**config.mk**
```make
export PLATFORM = sky130hd
export DESIGN_NAME = exc_seq_ctrl
export DESIGN_NICKNAME = d
export VERILOG_FILES = /design/src/rtl/exc_pkg.sv /design/src/rtl/exc_arbiter.sv /design/src/rtl/exc_vector_gen.sv /design/src/rtl/exc_ctx_store.sv /design/src/rtl/exc_seq_ctrl.sv
export SDC_FILE = /design/constraint.sdc
export NUM_CORES = 1
export LEC_CHECK = 0
export ABC_CLOCK_PERIOD_IN_PS = 2450
export BUFFER_PORTS_ARGS = -buffer_cell sky130_fd_sc_hd__buf_2
export CAP_MARGIN = 20
export CORE_MARGIN = 2
export CORE_UTILIZATION = 52
export CTS_CLUSTER_DIAMETER = 60
export DETAILED_ROUTE_END_ITERATION = 10
export GPL_TIMING_DRIVEN = 0
export PLACE_DENSITY = 0.9
export SYNTH_ARGS = -nofsm -noshare
export SYNTH_HDL_FRONTEND = slang
export SYNTH_SLANG_ARGS = --single-unit
```
**constraint.sdc**
```tcl
create_clock -name clk_i -period 2.45 [get_ports clk_i]
set_clock_uncertainty 0.05 [all_clocks]
set_input_delay 0.735 -clock clk_i [delete_from_list [all_inputs] [get_ports clk_i]]
set_output_delay 0.735 -clock clk_i [all_outputs]
set_load 0.05 [all_outputs]
```
**src/rtl/exc_pkg.sv**
```systemverilog
package exc_pkg;
  localparam int SR_MD_BIT = 30;
  localparam int SR_RB_BIT = 29;
  localparam int SR_BL_BIT = 28;

  typedef enum logic [2:0] {
    EV_NONE  = 3'd0,
    EV_RESET = 3'd1,
    EV_ESC   = 3'd2,
    EV_GEN   = 3'd3,
    EV_IRQ   = 3'd4,
    EV_RTE   = 3'd5
  } ev_kind_e;
endpackage

```
**src/rtl/exc_arbiter.sv**
```systemverilog
module exc_arbiter
  import exc_pkg::*;
(
  input  logic     rst_req_i,
  input  logic     exc_req_i,
  input  logic     irq_req_i,
  input  logic     insn_end_i,
  input  logic     rte_i,
  input  logic     bl_i,
  output ev_kind_e kind_o
);
  logic irq_ok;
  assign irq_ok = irq_req_i && insn_end_i && !bl_i;

  always_comb begin
    kind_o = EV_NONE;
    if (rst_req_i)               kind_o = EV_RESET;
    else if (exc_req_i && bl_i)  kind_o = EV_ESC;   // fault under block escalates
    else if (exc_req_i)          kind_o = EV_GEN;
    else if (irq_ok)             kind_o = EV_IRQ;
    else if (rte_i)              kind_o = EV_RTE;
  end
endmodule

```
**src/rtl/exc_vector_gen.sv**
```systemverilog
module exc_vector_gen
  import exc_pkg::*;
#(
  parameter int              XLEN      = 32,
  parameter logic [XLEN-1:0] RESET_VEC = 32'hA000_0000,
  parameter logic [XLEN-1:0] GEN_OFS   = 32'h0000_0100,
  parameter logic [XLEN-1:0] IRQ_OFS   = 32'h0000_0600
) (
  input  ev_kind_e        kind_i,
  input  logic [XLEN-1:0] vbr_i,
  input  logic [XLEN-1:0] spc_i,
  output logic [XLEN-1:0] target_o
);
  always_comb begin
    unique case (kind_i)
      EV_RESET, EV_ESC: target_o = RESET_VEC;
      EV_GEN:           target_o = vbr_i + GEN_OFS;
      EV_IRQ:           target_o = vbr_i + IRQ_OFS;
      EV_RTE:           target_o = spc_i;
      default:          target_o = '0;
    endcase
  end
endmodule

```
**src/rtl/exc_ctx_store.sv**
```systemverilog
module exc_ctx_store
  import exc_pkg::*;
#(
  parameter int                XLEN     = 32,
  parameter int                CODE_W   = 12,
  parameter logic [CODE_W-1:0] RST_CODE = 12'h000,
  parameter logic [CODE_W-1:0] ESC_CODE = 12'h020
) (
  input  logic              clk_i,
  input  logic              rst_ni,
  input  ev_kind_e          kind_i,
  input  logic [XLEN-1:0]   pc_i,
  input  logic [XLEN-1:0]   sr_i,
  input  logic [CODE_W-1:0] exc_code_i,
  input  logic [CODE_W-1:0] irq_code_i,
  output logic [XLEN-1:0]   spc_o,
  output logic [XLEN-1:0]   ssr_o,
  output logic [CODE_W-1:0] exp_evt_o,
  output logic [CODE_W-1:0] int_evt_o
);
  logic save_ctx;
  assign save_ctx = (kind_i == EV_GEN) || (kind_i == EV_IRQ);

  always_ff @(posedge clk_i or negedge rst_ni) begin
    if (!rst_ni) begin
      spc_o <= '0;
      ssr_o <= '0;
    end else if (save_ctx) begin
      spc_o <= pc_i;
      ssr_o <= sr_i;
    end
  end

  always_ff @(posedge clk_i or negedge rst_ni) begin
    if (!rst_ni) begin
      exp_evt_o <= '0;
      int_evt_o <= '0;
    end else begin
      unique case (kind_i)
        EV_RESET: exp_evt_o <= RST_CODE;
        EV_ESC:   exp_evt_o <= ESC_CODE;
        EV_GEN:   exp_evt_o <= exc_code_i;
        EV_IRQ:   int_evt_o <= irq_code_i;
        default:  ;
      endcase
    end
  end

  assert_irq_keeps_exp_R4: assert property (@(posedge clk_i) disable iff (!rst_ni)
    (kind_i == EV_IRQ) |=> (exp_evt_o == $past(exp_evt_o)));
  assert_gen_keeps_int_R8: assert property (@(posedge clk_i) disable iff (!rst_ni)
    (kind_i == EV_GEN) |=> (int_evt_o == $past(int_evt_o)));
endmodule

```
**src/rtl/exc_seq_ctrl.sv**
```systemverilog
module exc_seq_ctrl
  import exc_pkg::*;
#(
  parameter int                XLEN      = 32,
  parameter int                CODE_W    = 12,
  parameter logic [XLEN-1:0]   RESET_VEC = 32'hA000_0000,
  parameter logic [XLEN-1:0]   GEN_OFS   = 32'h0000_0100,
  parameter logic [XLEN-1:0]   IRQ_OFS   = 32'h0000_0600,
  parameter logic [CODE_W-1:0] RST_CODE  = 12'h000,
  parameter logic [CODE_W-1:0] ESC_CODE  = 12'h020
) (
  input  logic              clk_i,
  input  logic              rst_ni,
  input  logic [XLEN-1:0]   pc_i,
  input  logic [XLEN-1:0]   sr_i,
  input  logic [XLEN-1:0]   vbr_i,
  input  logic              insn_end_i,
  input  logic              rst_req_i,
  input  logic              exc_req_i,
  input  logic [CODE_W-1:0] exc_code_i,
  input  logic              irq_req_i,
  input  logic [CODE_W-1:0] irq_code_i,
  input  logic              rte_i,
  output logic [XLEN-1:0]   pc_o,
  output logic              pc_load_o,
  output logic [XLEN-1:0]   sr_o,
  output logic              sr_load_o,
  output logic [XLEN-1:0]   spc_o,
  output logic [XLEN-1:0]   ssr_o,
  output logic [CODE_W-1:0] exp_evt_o,
  output logic [CODE_W-1:0] int_evt_o
);
  localparam logic [XLEN-1:0] PRIV_MASK =
    (XLEN'(1) << SR_MD_BIT) | (XLEN'(1) << SR_RB_BIT) | (XLEN'(1) << SR_BL_BIT);

  ev_kind_e        kind;
  logic [XLEN-1:0] target;
  logic [XLEN-1:0] sr_next;

  exc_arbiter u_arb (
    .rst_req_i (rst_req_i),
    .exc_req_i (exc_req_i),
    .irq_req_i (irq_req_i),
    .insn_end_i(insn_end_i),
    .rte_i     (rte_i),
    .bl_i      (sr_i[SR_BL_BIT]),
    .kind_o    (kind)
  );

  exc_vector_gen #(
    .XLEN(XLEN), .RESET_VEC(RESET_VEC), .GEN_OFS(GEN_OFS), .IRQ_OFS(IRQ_OFS)
  ) u_vec (
    .kind_i  (kind),
    .vbr_i   (vbr_i),
    .spc_i   (spc_o),
    .target_o(target)
  );

  exc_ctx_store #(
    .XLEN(XLEN), .CODE_W(CODE_W), .RST_CODE(RST_CODE), .ESC_CODE(ESC_CODE)
  ) u_ctx (
    .clk_i     (clk_i),
    .rst_ni    (rst_ni),
    .kind_i    (kind),
    .pc_i      (pc_i),
    .sr_i      (sr_i),
    .exc_code_i(exc_code_i),
    .irq_code_i(irq_code_i),
    .spc_o     (spc_o),
    .ssr_o     (ssr_o),
    .exp_evt_o (exp_evt_o),
    .int_evt_o (int_evt_o)
  );

  always_comb begin
    unique case (kind)
      EV_RESET, EV_ESC: sr_next = PRIV_MASK;
      EV_GEN, EV_IRQ:   sr_next = sr_i | PRIV_MASK;
      EV_RTE:           sr_next = ssr_o;
      default:          sr_next = sr_o;
    endcase
  end

  always_ff @(posedge clk_i or negedge rst_ni) begin
    if (!rst_ni) begin
      pc_o      <= '0;
      sr_o      <= '0;
      pc_load_o <= 1'b0;
      sr_load_o <= 1'b0;
    end else begin
      pc_load_o <= (kind != EV_NONE);
      sr_load_o <= (kind != EV_NONE);
      sr_o      <= sr_next;
      if (kind != EV_NONE) pc_o <= target;
    end
  end

  assert_reset_vec_R2: assert property (@(posedge clk_i) disable iff (!rst_ni)
    rst_req_i |=> (pc_load_o && pc_o == RESET_VEC && sr_o == PRIV_MASK && $stable(spc_o)));
  assert_fault_entry_R3: assert property (@(posedge clk_i) disable iff (!rst_ni)
    (exc_req_i && !rst_req_i && !sr_i[SR_BL_BIT])
      |=> (pc_load_o && spc_o == $past(pc_i) && ssr_o == $past(sr_i)
           && sr_o[SR_BL_BIT] && sr_o[SR_MD_BIT] && sr_o[SR_RB_BIT]));
  assert_irq_wait_R5: assert property (@(posedge clk_i) disable iff (!rst_ni)
    (irq_req_i && !insn_end_i && !rst_req_i && !exc_req_i && !rte_i)
      |=> (!pc_load_o && $stable(int_evt_o)));
  assert_irq_masked_R6: assert property (@(posedge clk_i) disable iff (!rst_ni)
    (irq_req_i && sr_i[SR_BL_BIT] && !rst_req_i && !exc_req_i && !rte_i)
      |=> (!sr_load_o && $stable(spc_o)));
  assert_escalate_R7: assert property (@(posedge clk_i) disable iff (!rst_ni)
    (exc_req_i && sr_i[SR_BL_BIT]) |=> (pc_o == RESET_VEC && $stable(ssr_o)));
  assert_rte_R9: assert property (@(posedge clk_i) disable iff (!rst_ni)
    (rte_i && !rst_req_i && !exc_req_i && !(irq_req_i && insn_end_i && !sr_i[SR_BL_BIT]))
      |=> (pc_o == $past(spc_o) && sr_o == $past(ssr_o)));
  assert_strobe_pair_R10: assert property (@(posedge clk_i) disable iff (!rst_ni)
    (pc_load_o == sr_load_o));
endmodule

```
==> results of run 1 <==
==> power by group <==
part | total [mW] | internal, mW | switching, mW | leakage, nW
sequential | 3.05 | 2.83 | 0.223 | 1.95
combinational | 2.12 | 0.468 | 1.65 | 2.76
clock | 2.72 | 1.64 | 1.08 | 0.293
==> path summary, 6_finish.rpt <==
kind	start	end	depth (start not counted)	slack [ns]
max	vbr_i[10]	pc_o[23]	7	0.05
min	rst_ni	u_ctx.spc_o[22]	1	0.25
max in group asynchronous	rst_ni	sr_o[3]	2	1.27
min in group clk_i	u_ctx.int_evt_o[4]	u_ctx.int_evt_o[4]	2	0.42
max reg2reg	u_ctx.spc_o[20]	pc_o[20]	2	1.40
min reg2reg	u_ctx.int_evt_o[4]	u_ctx.int_evt_o[4]	2	0.42
==> cells by family after synthesis <==
kind of cell / Yosys count
AOI/OAI and AO/OA: 140
and+or+nand+nor: 361
DFF: 153
xor gates and xnor gates: 17
adders and majority gates: 3
buffers and inverters: 62
==> layout by cell type, fill, tap and decap left out, drive strengths merged, types with 4 or more instances in the layout <==
cell / instances
or4: 6
a222oi: 10
nand3: 5
nand4: 11
nor2: 36
nor4: 10
nand2: 270
xor2: 12
xnor2: 5
a31oi: 10
a22o: 11
dfrtp: 153
o22a: 5
a22oi: 40
clkbuf: 56
a221oi: 7
o21a: 4
a221o: 4
diode: 4
inv: 18
buf: 285
a21oi: 19
nor3: 10
o21ai: 14
clkinv: 5
==> routing by layer <==
metal / GRT usage / up-vias / share of wire
li1: - / 3151 / -
met1: 0.3934 / 3365 / 0.38
met2: 0.5625 / 371 / 0.50
met3: 0.09846 / 53 / 0.097
met4: 0.1146 / 2 / 0.027
met5: 0 / - / 0.00057
==> state kept, by name (all words and copies together), names as in the netlist <==
| signal | flops |
|---|---|
| pc_o | 32 |
| u_ctx.int_evt_o | 12 |
| sr_o | 32 |
| u_ctx.ssr_o | 32 |
| sr_load_o | 1 |
| u_ctx.spc_o | 32 |
| u_ctx.exp_evt_o | 12 |
==> layout make-up <==
| class | instances | area share |
|---|---|---|
| clock buffers | 18 | 0.04827 |
| inverters | 15 | 0.006188 |
| well taps | 172 | 0.02365 |
| flip-flops and latches | 153 | 0.4208 |
| diodes | 4 | 0.001100 |
| multi-input cells | 521 | 0.3038 |
| plain buffers | 47 | 0.02241 |
| clock inverters | 14 | 0.01884 |
| repair buffers | 276 | 0.1550 |
==> synth_stat cells (all sizes together), types with 3 or more instances <==
cell type  count
nand3          5
nor2          36
nor3          10
a22o          11
or3            3
ha             3
a31oi         10
buf           11
clkbuf        36
o22a           5
xnor2          5
o21ai         14
nor4          10
xor2          12
nand4         11
a22oi         40
a222oi        10
a221o          4
a21oi         19
inv           15
dfrtp        153
o21a           4
a221oi         7
nand2        270
or4            6
==> results by group, run 1 <==
Outcome
  • Run status: completed

Finish
  • Area of the multi-input gates: 2764 um^2
  • Final-stage net count: 1161
  • Fraction of layout instances using a drive strength above 1: 0.3238
  • Final standard cell utilization of the core: 0.7152
  • Count of fill cells added during filler insertion: 957
  • Sequential standard cell area: 3829 um^2
  • Area of all placed cells without fillers: 9099 um^2
  • Layout-stage area growth over the synthesis result: 33.55%
  • Final standard cell count with taps included and fillers excluded: 1220

Die
  • Floorplan die height: 118.5 um
  • Count of pins on the block boundary: 281
  • Num rows: 41
  • Die span in x: 118.5 um
  • Effective utilization at floorplan: 0.5355
  • Core Footprint: 12720 um^2
  • Die footprint: 14030 um^2

CTS
  • Post-CTS Setup Bufs: 0
  • Sinks on the clock net: 153
  • Count of H-tree levels built during CTS: 4
  • CTS root buf: clkbuf_16
  • Hold-fix buffers at CTS: 0
  • Insertion delay of the later-clocked pin in the worst-skew pair: 0.43 ns
  • CTS Buf Count: 17
  • Clock tree from TritonCTS: built
  • Reg clk slew, reported paths: 0.06 ns
  • Bufs on Longest Clock Path: 2
  • Gates resized, CTS repair: 3

Detailed routing
  • Antenna-violating nets left: 0
  • First-pass iteration count of the detailed router: 5
  • Post-route DRC: 0
  • Routed length per instance: 18.84 um
  • Starting DRC count in detailed routing: 588
  • Via count: 6942
  • Per-cell via count in the routed design: 5.690
  • Drt total wl: 22.98 mm

Pwr
  • Tot Pwr: 7.885 mW
  • Max rail drop VDD: 0.6310 mV
  • Power density over the cells: 866.6 nW/um^2
  • Total leakage power: 5.004 nW

Global routing
  • Initial antenna violation count: 5
  • Gr ovfl total: 0
  • Number of global-route vias before repair: 6690
  • GRT Total Usage: 0.3281
  • Pin count of the biggest net entering global routing: 87
  • Wire length of the first global-routing pass: 35.52 mm

Job
  • Number of violations of the max-capacitance limit: 0

Timing
  • Number of slew-limit violations in the final report: 0
  • Worst slew margin: 0.3659
  • Final setup violation count: 0
  • Number of hold violations in the final report: 0
  • F_max: 0.4172 GHz
  • Setup_tns: 0 ns
  • Transition time at the pin with the least slew margin: 0.9438 ns
  • Slack of the critical path: 0.05300 ns
  • Setup repair after global routing missed its margin: false
  • Final worst path period share: 0.9784
  • Worst hold slack after final layout: 0.2512 ns
  • Post-layout min period: 2.397 ns

Synth
  • Post-Synthesis Mean Instance Area: 9.256 um^2
  • Yosys cell types: 48
  • Combinational family with the most area after synthesis: simple AND/OR/NAND/NOR gates
  • Number of enable-type register cells in the synthesized netlist: 0
  • Multiplexer area fraction after synthesis: 0
  • Post-synth top area share: 0.5620
  • Gate count of the mapped netlist: 736
  • Synthesized netlist net count: 866
  • Fraction of the mapped netlist area in compound gates: 0.1521
  • Asr flop ratio synth: 1.000
  • Cell types with the largest area share after synthesis: dfrtp_1 56%, nand2_1 15%, a22oi_1 4.4%
  • Yosys warnings: 0
  • Flop and latch count out of synthesis: 153
  • Xor and xnor area share after synthesis: 0.02185
  • Sequential element share of the synthesized area: 0.5620
  • Arithmetic-cell share of the synthesized area counting full adders, half adders and majority gates: 0.005510
  • Fraction of the mapped netlist area in simple logic gates: 0.2220
  • Primary FF master, synth: dfrtp_1
  • Largest area contributor in the synthesized netlist: dfrtp_1
  • Post-synthesis cell area: 6813 um^2

Setup path
  • CP Launch Type: input port
  • Largest driver fanout on the critical path: 8
  • Number of buffers and inverters on the critical path: 1
  • Data required, critical path: 2.71 ns
  • Kind of end point of the critical path: register
  • Ordered cell list for the critical path: buf_2 > ha_1 > nand4_2 > or4_1 > a221oi_2 > a21oi_1 > a221o_1
  • Crit path max-delay family: simple AND/OR/NAND/NOR gates
  • Critical Setup Path Class: in2reg
  • Critical path data arrival time: 2.65 ns
  • Slowest stage cell on the critical path: or4_1
  • Delay contributed by the slowest stage of the critical path: 0.69 ns

Min path
  • Path type of the worst min-delay path: in2async

Placed design
  • Placer's final routability congestion estimate: 0.9355
  • Standard cell area after detailed placement: 8456 um^2
  • Number of buffer cells added on primary ports: 275
  • Place WS: -0.6451 ns
  • Placed instance count: 1184
  • Post-DP HPWL: 16.94 mm
Note: power is estimated with default switching activity, not from simulation.
==> run 2: changes to the inputs <==
--- a/config.mk
+++ b/config.mk
@@ -12,7 +12,6 @@
 export CORE_UTILIZATION = 52
 export CTS_CLUSTER_DIAMETER = 60
 export DETAILED_ROUTE_END_ITERATION = 10
-export GPL_TIMING_DRIVEN = 0
 export PLACE_DENSITY = 0.9
 export SYNTH_ARGS = -nofsm -noshare
 export SYNTH_HDL_FRONTEND = slang
==> results by group, run 2 (synthesis results as in run 1) <==
Outcome
  • Run status: completed

Die
  • Count of pins on the block boundary: 281 (unchanged)
  • Die footprint: 14030 um^2 (unchanged)
  • Effective utilization at floorplan: 0.5355 (unchanged)
  • Num rows: 41 (unchanged)
  • Die span in x: 118.5 um (unchanged)
  • Core Footprint: 12720 um^2 (unchanged)
  • Floorplan die height: 118.5 um (unchanged)

Setup path
  • Critical path data arrival time: 2.57 ns (-0.08 ns)
  • Largest driver fanout on the critical path: 6 (-2)
  • Cell count of the worst reg-to-reg path: 2 (unchanged)
  • Critical Setup Path Class: in2reg
  • Count of cell instances traversed by the critical path: 8 (+1)
  • CP most frequent cell: or4_1
  • Kind of end point of the critical path: register
  • Crit path max-delay family: simple AND/OR/NAND/NOR gates
  • CP Launch Type: input port
  • Data required, critical path: 2.77 ns (+0.06 ns)
  • Slowest stage cell on the critical path: or4_1
  • Ordered cell list for the critical path: buf_2 > inv_1 > ha_2 > nand3b_4 > or4_1 > or4_1 > nand3_1 > o22a_2
  • Delay contributed by the slowest stage of the critical path: 0.66 ns (-0.03 ns)
  • Number of buffers and inverters on the critical path: 2 (+1)

CTS
  • Hold-fix buffers at CTS: 0 (unchanged)
  • Gates resized, CTS repair: 0 (-3)
  • Bufs on Longest Clock Path: 2 (unchanged)
  • Insertion delay of the later-clocked pin in the worst-skew pair: 0.42 ns (about the same)
  • Reg clk slew, reported paths: 0.06 ns (about the same)
  • CTS Buf Count: 17 (unchanged)
  • Sinks on the clock net: 153 (unchanged)
  • Count of H-tree levels built during CTS: 4 (unchanged)
  • Post-CTS Setup Bufs: 0 (unchanged)
  • Clock tree from TritonCTS: built
  • CTS root buf: clkbuf_16

Global routing
  • Initial antenna violation count: 3 (-2)
  • Gr ovfl total: 0 (unchanged)
  • Pin count of the biggest net entering global routing: 52 (-40%)
  • Number of global-route vias before repair: 6681 (-0.13%)
  • GRT Total Usage: 0.3143 (-0.01376)
  • Wire length of the first global-routing pass: 34.58 mm (-2.6%)

Finish
  • Fraction of layout instances using a drive strength above 1: 0.3656 (+0.04185)
  • Area of all placed cells without fillers: 9438 um^2 (+3.7%)
  • Count of fill cells added during filler insertion: 867 (-9.4%)
  • Leading cell type in the layout, fill and taps excluded: buf_2
  • Final standard cell count with taps included and fillers excluded: 1239 (+1.6%)
  • Final-stage net count: 1181 (+1.7%)
  • Commonest cells after routing, fill and taps aside: 279 x buf_2, 270 x nand2_1, 153 x dfrtp_1
  • Layout-stage area growth over the synthesis result: 38.53%

Pwr
  • Internal power consumption: 4.883 mW (-0.96%)
  • Combinational share of power: 0.276 (+0.008)
  • Max rail drop VDD: 0.5735 mV (-9.1%)
  • Power spent charging and discharging nets: 2.922 mW (-1.1%)
  • Seq pwr share: 0.391 (+0.004)
  • Clock power share: 0.334 (-0.011)
  • Total leakage power: 5.215 nW (+4.2%)
  • Power density over the cells: 827.0 nW/um^2 (-4.6%)
  • Sw frac: 0.3743 (-0.0003901)
  • Tot Pwr: 7.805 mW (-1.0%)

Timing
  • Final setup violation count: 0 (unchanged)
  • Post-layout min period: 2.248 ns (-0.1487 ns)
  • Worst hold slack after final layout: 0.2092 ns (-0.04203 ns)
  • F_max: 0.4448 GHz (+6.6%)
  • Setup repair after global routing missed its margin: false
  • Number of slew-limit violations in the final report: 0 (unchanged)
  • Number of hold violations in the final report: 0 (unchanged)
  • Final worst path period share: 0.9177 (-0.06069)
  • Setup_tns: 0 ns (unchanged)
  • Worst slew margin: 0.6543 (+0.2884)
  • Transition time at the pin with the least slew margin: 0.5131 ns (-0.4308 ns)

Detailed routing
  • Antenna-violating nets left: 0 (unchanged)
  • Post-route DRC: 0 (unchanged)
  • Starting DRC count in detailed routing: 480 (-18%)
  • Per-cell via count in the routed design: 5.544 (-2.6%)
  • Via count: 6869 (-1.1%)
  • Routed length per instance: 17.67 um (-6.2%)
  • First-pass iteration count of the detailed router: 8 (+3)
  • Drt total wl: 21.89 mm (-4.8%)

Placed design
  • Post-DP HPWL: 15.80 mm (-6.7%)
  • Placed instance count: 1204 (+1.7%)
  • Standard cell area after detailed placement: 8843 um^2 (+4.6%)
  • Number of buffer cells added on primary ports: 280 (+1.8%)
  • Placer's final routability congestion estimate: 0.9258 (-1.0%)

Job
  • Number of violations of the max-capacitance limit: 0 (unchanged)

Min path
  • Path type of the worst min-delay path: in2async
## run 2: cell types whose count changed in the layout (fill, tap and decap cells not counted), moves of 2 or more
cell      previous run  this run
buf_4                2        56
nor2_1              36        34
buf_2              281       279
clkbuf_1            29         2
clkinv_2             3         1
buf_12               0         7
clkbuf_2             9         0
## run 2: layer usage
metal  routed length (um)  global-route usage  part of all wire
met5                    0                   0                 0
met3                 2104             0.08784             0.096
met4                  561             0.09970             0.026
met2                10860              0.5426              0.50
met1                 8365              0.3822              0.38
## run 2: final cells by class
| class | count | area [um^2] | share of cell area |
|---|---|---|---|
| flip-flops and latches | 153 | 3829 | 0.4057 |
| multi-input cells | 521 | 2775 | 0.2940 |
| repair buffers | 343 | 1968 | 0.2085 |
| clock buffers | 20 | 446.7 | 0.04733 |
| well taps | 172 | 215.2 | 0.02280 |
| clock inverters | 12 | 140.1 | 0.01485 |
| inverters | 15 | 56.30 | 0.005966 |
| diodes | 3 | 7.507 | 0.0007954 |
## run 2: final timing paths
check | start | endpoint | slack [ns]
max in group asynchronous | rst_ni | u_ctx.ssr_o[18] | 1.53
setup / recovery | vbr_i[9] | pc_o[29] | 0.20
setup reg to reg | u_ctx.spc_o[20] | pc_o[20] | 1.38
hold / removal | rst_ni | u_ctx.spc_o[20] | 0.21
hold reg to reg | u_ctx.int_evt_o[0] | u_ctx.int_evt_o[0] | 0.42
min in group clk_i | u_ctx.int_evt_o[0] | u_ctx.int_evt_o[0] | 0.42
## run 2: power by group through the flow
stage / logic [mW] / registers (mW) / clock network (mW)
6_report: 2.15 / 3.05 / 2.60
3_5_place_dp: 2.15 / 3.09 / 0
4_1_cts: 2.16 / 3.05 / 2.64
2_1_floorplan: 0.390 / 4.12 / 0
5_1_grt: 2.27 / 3.08 / 2.75
3_3_place_gp: 2.12 / 3.08 / 0
## run 2: metrics by stage
stage          setup slack [ns]  utilization
3_5_place_dp            -0.2434       0.6951
4_1_cts                  0.2133       0.7412
6_report                 0.2017       0.7418
2_1_floorplan          -0.02673            -
5_1_grt                 0.08626       0.7414
3_3_place_gp            -0.1874       0.6951
==> run 3: changes to the inputs <==
--- a/config.mk
+++ b/config.mk
@@ -9,10 +9,12 @@
 export BUFFER_PORTS_ARGS = -buffer_cell sky130_fd_sc_hd__buf_2
 export CAP_MARGIN = 20
 export CORE_MARGIN = 2
-export CORE_UTILIZATION = 52
+export CORE_UTILIZATION = 58
 export CTS_CLUSTER_DIAMETER = 60
 export DETAILED_ROUTE_END_ITERATION = 10
-export PLACE_DENSITY = 0.9
+export MAX_ROUTING_LAYER = met4
+export PLACE_DENSITY = 0.92
 export SYNTH_ARGS = -nofsm -noshare
 export SYNTH_HDL_FRONTEND = slang
+export SYNTH_HIERARCHICAL = 1
 export SYNTH_SLANG_ARGS = --single-unit
==> results by group, run 3 <==
Outcome
  • Run status: completed

Synth
  • Primary FF master, synth: dfrtp_1
  • Gate count of the mapped netlist: 1169 (+59%)
  • Asr flop ratio synth: 1.000 (unchanged)
  • Top cell types by occurrence after synthesis: 159 x nor2b_1, 153 x dfrtp_1, 108 x o21ai_0
  • Largest area contributor in the synthesized netlist: dfrtp_1
  • Post-synth top area share: 0.3645 (-0.1975)
  • Yosys cell types: 63 (+31%)
  • Number of enable-type register cells in the synthesized netlist: 0 (unchanged)
  • Cell types with the largest area share after synthesis: dfrtp_1 36%, nor2b_1 9.5%, o311a_1 6.1%
  • Yosys warnings: 6 (+6)
  • Sequential element share of the synthesized area: 0.3645 (-0.1975)
  • Post-Synthesis Mean Instance Area: 8.986 um^2 (-2.9%)
  • Post-synthesis cell area: 10510 um^2 (+54%)
  • Cell with the most instances after synthesis: nor2b_1
  • Synthesized netlist net count: 1299 (+50%)
  • Flop and latch count out of synthesis: 153 (unchanged)

Setup path
  • Crit Reg-Reg Endpoint: pc_o[31]
  • CP Launch Type: input port
  • Reg-to-reg startpoint: u_ctx/spc_o[31]
  • Critical Setup Path Class: in2reg
  • Critical path data arrival time: 2.63 ns (+0.06 ns)
  • Largest driver fanout on the critical path: 45 (+39)
  • Data required, critical path: 2.70 ns (-0.07 ns)
  • Cell count of the worst reg-to-reg path: 5 (+3)
  • Kind of end point of the critical path: register
  • Reg-to-reg setup timing slack: 1.14 ns (-0.24 ns)

Die
  • Die footprint: 19200 um^2 (+37%)
  • Die span in x: 138.6 um (+17%)
  • Count of pins on the block boundary: 281 (unchanged)
  • Num rows: 49 (+20%)
  • Floorplan die height: 138.6 um (+17%)
  • Core Footprint: 17840 um^2 (+40%)
  • Effective utilization at floorplan: 0.5888 (+0.05332)

Pwr
  • Max rail drop VDD: 0.5192 mV (-9.5%)
  • Power density over the cells: 743.7 nW/um^2 (-10%)
  • Total leakage power: 5.662 nW (+8.6%)
  • Sw frac: 0.4130 (+0.03865)
  • Seq pwr share: 0.347 (-0.044)
  • Clock power share: 0.292 (-0.042)
  • Combinational share of power: 0.361 (+0.085)
  • Power spent charging and discharging nets: 4.049 mW (+39%)
  • Internal power consumption: 5.755 mW (+18%)

Global routing
  • GRT Total Usage: 0.3310 (+0.01670)
  • Gr ovfl total: 0 (unchanged)
  • Wire length of the first global-routing pass: 50.98 mm (+47%)
  • Number of global-route vias before repair: 10020 (+50%)
  • Pin count of the biggest net entering global routing: 210 (+300%)
  • Initial antenna violation count: 4 (+1)

Placed design
  • Placer's final routability congestion estimate: 0.9808 (+5.9%)
  • Number of buffer cells added on primary ports: 280 (unchanged)
  • Post-DP HPWL: 21.89 mm (+39%)
  • Placed instance count: 1651 (+37%)

Timing
  • Worst slew margin: 0.5693 (-0.08508)
  • Final worst path period share: 0.9684 (+0.05069)
  • Setup repair after global routing missed its margin: true
  • Number of hold violations in the final report: 0 (unchanged)
  • Final setup violation count: 0 (unchanged)
  • Setup_tns: 0 ns (unchanged)
  • Post-layout min period: 2.373 ns (+0.1242 ns)
  • Number of slew-limit violations in the final report: 0 (unchanged)
  • Transition time at the pin with the least slew margin: 0.6461 ns (+0.1330 ns)
  • F_max: 0.4215 GHz (-5.2%)

Finish
  • Count of fill cells added during filler insertion: 1336 (+54%)
  • Area of the multi-input gates: 6093 um^2 (+120%)
  • Layout-stage area growth over the synthesis result: 25.50%
  • Final-stage net count: 1572 (+33%)
  • Commonest cells after routing, fill and taps aside: 279 x buf_2, 159 x nor2b_1, 153 x dfrtp_1
  • Fraction of layout instances using a drive strength above 1: 0.3216 (-0.04395)
  • Leading cell type in the layout, fill and taps excluded: buf_2
  • Final standard cell count with taps included and fillers excluded: 1688 (+36%)
  • Sequential standard cell area: 3829 um^2 (unchanged)

CTS
  • Bufs on Longest Clock Path: 2 (unchanged)
  • Reg clk slew, reported paths: 0.07 ns (about the same)
  • Gates resized, CTS repair: 0 (unchanged)
  • CTS root buf: clkbuf_16
  • CTS Buf Count: 17 (unchanged)
  • Hold-fix buffers at CTS: 0 (unchanged)
  • Count of H-tree levels built during CTS: 4 (unchanged)
  • Sinks on the clock net: 153 (unchanged)
  • Post-CTS Setup Bufs: 0 (unchanged)
  • Insertion delay of the later-clocked pin in the worst-skew pair: 0.41 ns (about the same)
  • Clock tree from TritonCTS: built

Detailed routing
  • First-pass iteration count of the detailed router: 6 (-2)
  • Starting DRC count in detailed routing: 838 (+75%)
  • Via count: 10650 (+55%)
  • Per-cell via count in the routed design: 6.308 (+14%)
  • Routed length per instance: 19.13 um (+8.3%)
  • Antenna-violating nets left: 0 (unchanged)
  • Post-route DRC: 0 (unchanged)
  • Drt total wl: 32.30 mm (+48%)

Min path
  • Path type of the worst min-delay path: in2async

Job
  • Number of violations of the max-capacitance limit: 0 (unchanged)
## run 3: cell type report
type,count,share of cell area
Tap cell,229,0.02173
Clock buffer,19,0.03360
Antenna cell,4,0.0007592
Sequential cell,153,0.2904
Timing Repair Buffer,378,0.1740
Inverter,10,0.002847
Multi-Input combinational cell,882,0.4622
Clock inverter,13,0.01452
## run 3: power by group through the flow
| stage | Combinational, mW | Sequential (mW) | Clock [mW] |
|---|---|---|---|
| after detailed placement | 3.50 | 3.44 | 0 |
| after global routing | 3.71 | 3.46 | 3.02 |
| after CTS | 3.52 | 3.40 | 2.90 |
| final | 3.54 | 3.41 | 2.86 |
| after global placement | 3.43 | 3.41 | 0 |
| after floorplan | 1.11 | 4.76 | 0 |
## run 3: logic make-up (layout without fill, tap and decap cells)
logic type,after synthesis,in the layout,synth area share
AO/OA/AOI/OAI,396,396,0.2532
XOR/XNOR,19,19,0.01584
adder cells (fa/ha/maj),3,3,0.003574
buffers and inverters,134,420,0.06158
flip-flops,153,153,0.3645
multiplexers,55,55,0.06694
other,0,4,0
AND/OR/NAND/NOR,409,409,0.2344
## run 3: worst max-delay path by stage
stage,from,to,depth (start not counted)
after detailed placement,sr_i[28],pc_o[16],9
final,sr_i[28],pc_o[23],8
after floorplan,sr_i[28],pc_o[12],8
after global routing,sr_i[28],pc_o[23],8
after global placement,sr_i[28],pc_o[18],9
after CTS,sr_i[28],pc_o[16],9
## run 3: per-stage QoR
step           hold WS (ns)  utilization  setup WS, ns  area, um^2  total power [mW]
6_report             0.1733       0.7390       0.07750       13180             9.804
4_1_cts              0.1789       0.7357       0.07097       13130             9.815
3_5_place_dp         0.4330       0.7001       -0.3724       12490             6.943
3_3_place_gp         0.4127       0.7001       -0.3238       12490             6.837
2_1_floorplan        0.3894            -       -0.2855       10570             5.873
5_1_grt              0.1915       0.7390      -0.01028       13180             10.20
## run 3: layer usage
metal / share of wire / up-vias / track usage
met1: 0.40 / 5118 / 0.4070
met5: 0 / - / -
met3: 0.074 / 95 / 0.06319
li1: - / 4915 / -
met4: 0.038 / 0 / 0.1579
met2: 0.49 / 520 / 0.5289
## run 3: critical path: stages
cell and delay, ns:
buf_2 0.13, and2b_1 0.19, a311o_2 0.42, buf_4 0.29, or3_1 0.41, nand3_1 0.08
o21ai_0 0.08, mux2_2 0.27
